$ cat config.mk
export PLATFORM = sky130hd
export DESIGN_NAME = nvm_clkdiv
export DESIGN_NICKNAME = d
export VERILOG_FILES = /design/src/rtl/nvm_clkdiv_pkg.sv /design/src/rtl/nvm_clkdiv_cfg.sv /design/src/rtl/nvm_clkdiv_tickgen.sv /design/src/rtl/nvm_clkdiv_pulse.sv /design/src/rtl/nvm_clkdiv.sv
export SDC_FILE = /design/constraint.sdc
export NUM_CORES = 1
export LEC_CHECK = 0
export CAP_MARGIN = 20
export CORE_AREA = 2 2 49 51
export DETAILED_ROUTE_END_ITERATION = 7
export DIE_AREA = 0 0 51 53
export DONT_BUFFER_PORTS = 1
export PLACE_DENSITY = 0.68
export SYNTH_ARGS = -nofsm -noshare
export SYNTH_HDL_FRONTEND = slang
export SYNTH_HIERARCHICAL = 1
export SYNTH_SLANG_ARGS = --single-unit
export TNS_END_PERCENT = 50
$ cat constraint.sdc
create_clock -name clk_i -period 1.7 [get_ports clk_i]
set_clock_uncertainty 0.1 [all_clocks]
set_input_delay 0.255 -clock clk_i [delete_from_list [all_inputs] [get_ports clk_i]]
set_output_delay 0.255 -clock clk_i [all_outputs]
set_load 0.02 [all_outputs]
$ cat src/rtl/nvm_clkdiv_pkg.sv
`timescale 1ns/1ps
package nvm_clkdiv_pkg;
  localparam int unsigned DIV_W   = 6;
  localparam int unsigned PRE_DIV = 8;
  localparam int unsigned REG_W   = DIV_W + 2;

  typedef struct packed {
    logic             pre_en;
    logic [DIV_W-1:0] div;
  } cfg_t;

  typedef enum logic [1:0] {PT_IDLE, PT_ARM, PT_BUSY} pt_state_e;
endpackage

$ cat src/rtl/nvm_clkdiv_cfg.sv
`timescale 1ns/1ps
module nvm_clkdiv_cfg
  import nvm_clkdiv_pkg::*;
(
  input  logic             clk_i,
  input  logic             rst_ni,
  input  logic             wr_en_i,
  input  logic [REG_W-1:0] wr_data_i,
  output cfg_t             cfg_o,
  output logic             set_o,
  output logic             load_o
);
  cfg_t cfg_q;
  logic set_q;

  assign load_o = wr_en_i && !set_q;

  always_ff @(posedge clk_i or negedge rst_ni) begin
    if (!rst_ni) begin
      cfg_q <= '0;
      set_q <= 1'b0;
    end else if (load_o) begin
      cfg_q <= cfg_t'(wr_data_i[REG_W-2:0]);
      set_q <= 1'b1;
    end
  end

  assign cfg_o = cfg_q;
  assign set_o = set_q;
endmodule

$ cat src/rtl/nvm_clkdiv_tickgen.sv
`timescale 1ns/1ps
module nvm_clkdiv_tickgen
  import nvm_clkdiv_pkg::*;
#(
  parameter int unsigned PRE = PRE_DIV
) (
  input  logic clk_i,
  input  logic rst_ni,
  input  logic en_i,
  input  logic clr_i,
  input  cfg_t cfg_i,
  output logic tick_o
);
  localparam int unsigned PRE_W = (PRE > 1) ? $clog2(PRE) : 1;

  logic             pre_hit;
  logic [DIV_W-1:0] div_cnt;
  logic             div_hit;
  logic             tick_q;
  logic             run;

  assign run = en_i && !clr_i;

  generate
    if (PRE > 1) begin : g_pre
      logic [PRE_W-1:0] pre_cnt;
      logic             pre_last;
      assign pre_last = (pre_cnt == PRE_W'(PRE - 1));
      assign pre_hit  = !cfg_i.pre_en || pre_last;
      always_ff @(posedge clk_i or negedge rst_ni) begin
        if (!rst_ni)                    pre_cnt <= '0;
        else if (!run || !cfg_i.pre_en) pre_cnt <= '0;
        else if (pre_last)              pre_cnt <= '0;
        else                            pre_cnt <= pre_cnt + 1'b1;
      end
    end else begin : g_nopre
      assign pre_hit = 1'b1;
    end
  endgenerate

  assign div_hit = (div_cnt == cfg_i.div);

  always_ff @(posedge clk_i or negedge rst_ni) begin
    if (!rst_ni) begin
      div_cnt <= '0;
      tick_q  <= 1'b0;
    end else if (!run) begin
      div_cnt <= '0;
      tick_q  <= 1'b0;
    end else begin
      tick_q <= pre_hit && div_hit;
      if (pre_hit) div_cnt <= div_hit ? '0 : div_cnt + 1'b1;
    end
  end

  assign tick_o = tick_q;
endmodule

$ cat src/rtl/nvm_clkdiv_pulse.sv
`timescale 1ns/1ps
module nvm_clkdiv_pulse
  import nvm_clkdiv_pkg::*;
#(
  parameter int unsigned PULSE_TICKS = 1
) (
  input  logic clk_i,
  input  logic rst_ni,
  input  logic tick_i,
  input  logic set_i,
  input  logic start_i,
  output logic pulse_o,
  output logic busy_o,
  output logic done_o,
  output logic err_o
);
  localparam int unsigned CNT_W = (PULSE_TICKS > 1) ? $clog2(PULSE_TICKS) : 1;

  pt_state_e        state_q;
  logic [CNT_W-1:0] cnt_q;
  logic             done_q;
  logic             err_q;

  always_ff @(posedge clk_i or negedge rst_ni) begin
    if (!rst_ni) begin
      state_q <= PT_IDLE;
      cnt_q   <= '0;
      done_q  <= 1'b0;
      err_q   <= 1'b0;
    end else begin
      done_q <= 1'b0;
      err_q  <= start_i && !set_i;
      unique case (state_q)
        PT_IDLE: if (start_i && set_i) state_q <= PT_ARM;
        PT_ARM: if (tick_i) begin
          state_q <= PT_BUSY;
          cnt_q   <= '0;
        end
        PT_BUSY: if (tick_i) begin
          if (cnt_q == CNT_W'(PULSE_TICKS - 1)) begin
            state_q <= PT_IDLE;
            done_q  <= 1'b1;
          end else begin
            cnt_q <= cnt_q + 1'b1;
          end
        end
        default: state_q <= PT_IDLE;
      endcase
    end
  end

  assign pulse_o = (state_q == PT_BUSY);
  assign busy_o  = (state_q != PT_IDLE);
  assign done_o  = done_q;
  assign err_o   = err_q;
endmodule

$ cat src/rtl/nvm_clkdiv.sv
`timescale 1ns/1ps
module nvm_clkdiv
  import nvm_clkdiv_pkg::*;
#(
  parameter int unsigned PULSE_TICKS = 1
) (
  input  logic             clk_i,
  input  logic             rst_ni,
  input  logic             wr_en_i,
  input  logic [REG_W-1:0] wr_data_i,
  output logic [REG_W-1:0] rd_data_o,
  output logic             div_set_o,
  output logic             tick_o,
  input  logic             pe_start_i,
  output logic             pe_pulse_o,
  output logic             pe_busy_o,
  output logic             pe_done_o,
  output logic             acc_err_o
);
  cfg_t cfg;
  logic set;
  logic load;

  nvm_clkdiv_cfg u_cfg (
    .clk_i     (clk_i),
    .rst_ni    (rst_ni),
    .wr_en_i   (wr_en_i),
    .wr_data_i (wr_data_i),
    .cfg_o     (cfg),
    .set_o     (set),
    .load_o    (load)
  );

  nvm_clkdiv_tickgen #(.PRE(PRE_DIV)) u_tick (
    .clk_i  (clk_i),
    .rst_ni (rst_ni),
    .en_i   (set),
    .clr_i  (load),
    .cfg_i  (cfg),
    .tick_o (tick_o)
  );

  nvm_clkdiv_pulse #(.PULSE_TICKS(PULSE_TICKS)) u_pulse (
    .clk_i   (clk_i),
    .rst_ni  (rst_ni),
    .tick_i  (tick_o),
    .set_i   (set),
    .start_i (pe_start_i),
    .pulse_o (pe_pulse_o),
    .busy_o  (pe_busy_o),
    .done_o  (pe_done_o),
    .err_o   (acc_err_o)
  );

  assign rd_data_o = {set, cfg};
  assign div_set_o = set;
endmodule

==> results.cfg <==
[global_routing]
grt_max_degree = 23
antenna_found_initial = 0
grt_first_pass_wirelength_mm = 2.99
grt_remaining_overflow = 0
track_usage = 0.156
grt_pass1_vias = 730

[timing]
min_period_ns = 1.64
slew_headroom = 0.656
fmax_mhz = 610
rsz0062_at_grt = true
fin_crit_sh = 0.964
whs_ns = 0.0803
hold_viol_final = 0
tightest_slew_ns = 0.514
drv_slew = 0
setup-violations-final = 0

[critical_path]
path_max_fanout = 5
crit_slowest_cell = dfrtp_1
cp_data_arrival_time_ns = 1.71
cp_num_cells = 6
cp_num_buf_inv = 0
r2r_slack_ns = 0.06
crit_start = u_tick/g_pre.pre_cnt[0]
slowest_delay_ns = 0.40
crit_path_frequent_cell = ha_1
crit_type = flip-flop to flip-flop
cp-endpoint = u_tick/div_cnt[4]
required_ns = 1.77
crit_chain = ha_1 -> ha_1 -> nand4bb_4 -> nand4_1 -> xor2_1 -> a211oi_2
r2r_cells = 6
end_kind = flip-flop
r2r_start = u_tick/g_pre.pre_cnt[0]
timing.rr.end = u_tick/div_cnt[4]
start_kind = flip-flop
cp_top_family = flip-flops

[power_and_ir_drop]
p_leak_uw = 0.000601
swShare = 0.328
p_per_area_nw_per_um2 = 1140
intPower_uw = 1000
ir_drop_mv = 0.595
power_uw = 1490
seq_power_share = 0.504
clkPwrFrac = 0.188
combPwrFrac = 0.308
power_switching_uw = 489

[finish]
n_fill_cell = 172
area_delta_synth_final_pct = 25.8
seqCellArea_um2 = 552
finalNetCount = 119
drive_gt1_frac = 0.282
diodes = 0
multiInputGateArea_um2 = 480

[clock_tree]
ctsRootBufferMaster = clkbuf_4
post_cts_buffers = 0
clk_latency_ns = 0.30
htree_levels = 1
cts_buffers = 3
cts.sinks = 22
cts_buffer_depth = 2
cts_tree = done
clk_pin_slew_ns = 0.12

[die]
die-area_um2 = 2700
coreArea_um2 = 2150
std_cell_rows = 17
die_h_um = 53
ios = 26
die_x_um = 51
initial_core_util = 0.484

[logic_synthesis]
synth.avg_cell_area_um2 = 12.8
ys_types = 27
synth-seq-cells = 22
synth_cells = 81
synthesis.area_um2 = 1040
synth-edff-count = 0
synthArstFlopShare = 1.00
ys_top_cells_by_area = dfrtp_1 (53%), mux2_4 (10%), xor2_1 (5.1%)
yosysWarnings = 6
synth_top_area_share = 0.529
synth_ff_type = dfrtp_1
synth.most_common_cell = dfrtp_1
yosysSeqAreaShare = 0.529
synth_commonest_cells = dfrtp_1 (22), mux2_4 (7), xor2_1 (6)
syn_nets = 96
yosysTopAreaCell = dfrtp_1

[detailed_routing]
wl_per_cell_um = 14.5
wl_mm = 1.90
ant_nets = 0
vias = 681
drt_iter0_markers = 3
first_pass_iters = 4
drc_errors = 0
viasPerCell = 5.20

[hold_path]
hold_path_class = input pin to async pin

[place]
portBuffers = 0
hpwl_mm = 1.24
gp_congestion = 0.716

[status]
outcome = completed

[flow_run]
drv_cap = 0
## what timing repair did
item / CTS / global route
pin swaps: 0 / 2
setup endpoints to repair: 3 / 4
hold endpoints to repair: 31 / 1
hold buffers: 10 / 1
resized for setup: 1 / 2
## registers in the layout, summed over array words and instances, names as in the netlist
register	count
u_cfg/cfg_o	7
u_tick/div_cnt	6
u_tick/g_pre.pre_cnt	3
u_pulse/state_q	2
u_cfg/set_o	1
u_pulse/done_o	1
u_pulse/err_o	1
u_tick/tick_o	1
## logic make-up after synthesis
family,count (synthesis),share of synthesized area
flops,22,0.529
mux,8,0.112
xor+xnor,10,0.0842
buf+inv,6,0.0337
simple gates,25,0.155
fa+ha+maj,3,0.0361
compound gates,7,0.0493
## cells in the final DEF (no fill, tap or decap)
cell           count
clkbuf_4           3
xnor2_1            4
and2b_1            1
dlygate4sd3_1     11
nand3_1            2
and3_1             4
nor3_2             1
a211oi_2           2
nand2b_1           2
a211oi_1           2
nand4bb_4          1
o2bb2ai_1          1
buf_8              1
or2_2              1
dfrtp_2            1
mux2_4             7
ha_1               3
and2_1             1
clkbuf_8           1
dfrtp_1           21
nand4_1            3
buf_4              9
nand2_1            3
nor2b_1            3
or2_1              1
o22ai_1            2
nor2_1             1
xor2_1             6
nor2b_4            1
mux2_2             1
inv_1              3
## through the flow
| step | std cells | worst slack [ns] | utilization | instance area (um2) | setup TNS (ns) |
|---|---|---|---|---|---|
| 2_1_floorplan | 81 | 0.0487 | - | 1040 | 0 |
| 3_3_place_gp | 115 | 0.0190 | 0.521 | 1120 | 0 |
| 3_5_place_dp | 115 | 0.0308 | 0.521 | 1120 | 0 |
| 4_1_cts | 129 | 0.0307 | 0.592 | 1270 | 0 |
| 5_1_grt | 131 | -0.0366 | 0.609 | 1310 | -0.0532 |
| 6_report | 131 | 0.0611 | 0.609 | 1310 | 0 |
## worst reg2reg max path, cell delays in order (launching register included)
cell	delay (ns)
dfrtp_1	0.40
ha_1	0.21
ha_1	0.18
nand4bb_4	0.25
nand4_1	0.12
xor2_1	0.19
a211oi_2	0.06
## metal layers
metal / share of wire / up-vias / wire (um) / global-route usage
met5: 0 / - / 0 / 0
met4: 0.0074 / 0 / 14 / 0.0946
met3: 0.062 / 2 / 117 / 0.0311
met2: 0.51 / 22 / 967 / 0.266
met1: 0.42 / 331 / 796 / 0.180
li1: - / 326 / - / -
## power groups by stage
stage	Combinational (uW)	Clock (uW)	Sequential, uW
floorplan	308	0	760
global placement	386	0	758
detailed placement	396	0	763
CTS	431	294	753
global route	501	315	769
finish	459	280	752
## cell type report
class                      instances  area share
clock buffer                       4      0.0278
inverter                           3     0.00861
sequential                        22       0.422
timing repair buffer              21       0.147
multi-input combinational         53       0.367
tap                               28      0.0268
## how the worst min path moves through the flow
| stage | start | depth (start not counted) | endpoint |
|---|---|---|---|
| CTS | pe_start_i | 2 | u_pulse/state_q[0] |
| global route | rst_ni | 1 | u_cfg/cfg_o[0] |
| detailed placement | rst_ni | 0 | u_cfg/cfg_o[0] |
| global placement | rst_ni | 0 | u_pulse/done_o |
| finish | rst_ni | 1 | u_cfg/cfg_o[0] |
| floorplan | rst_ni | 0 | u_cfg/cfg_o[0] |
(Power assumes the default switching activity.)
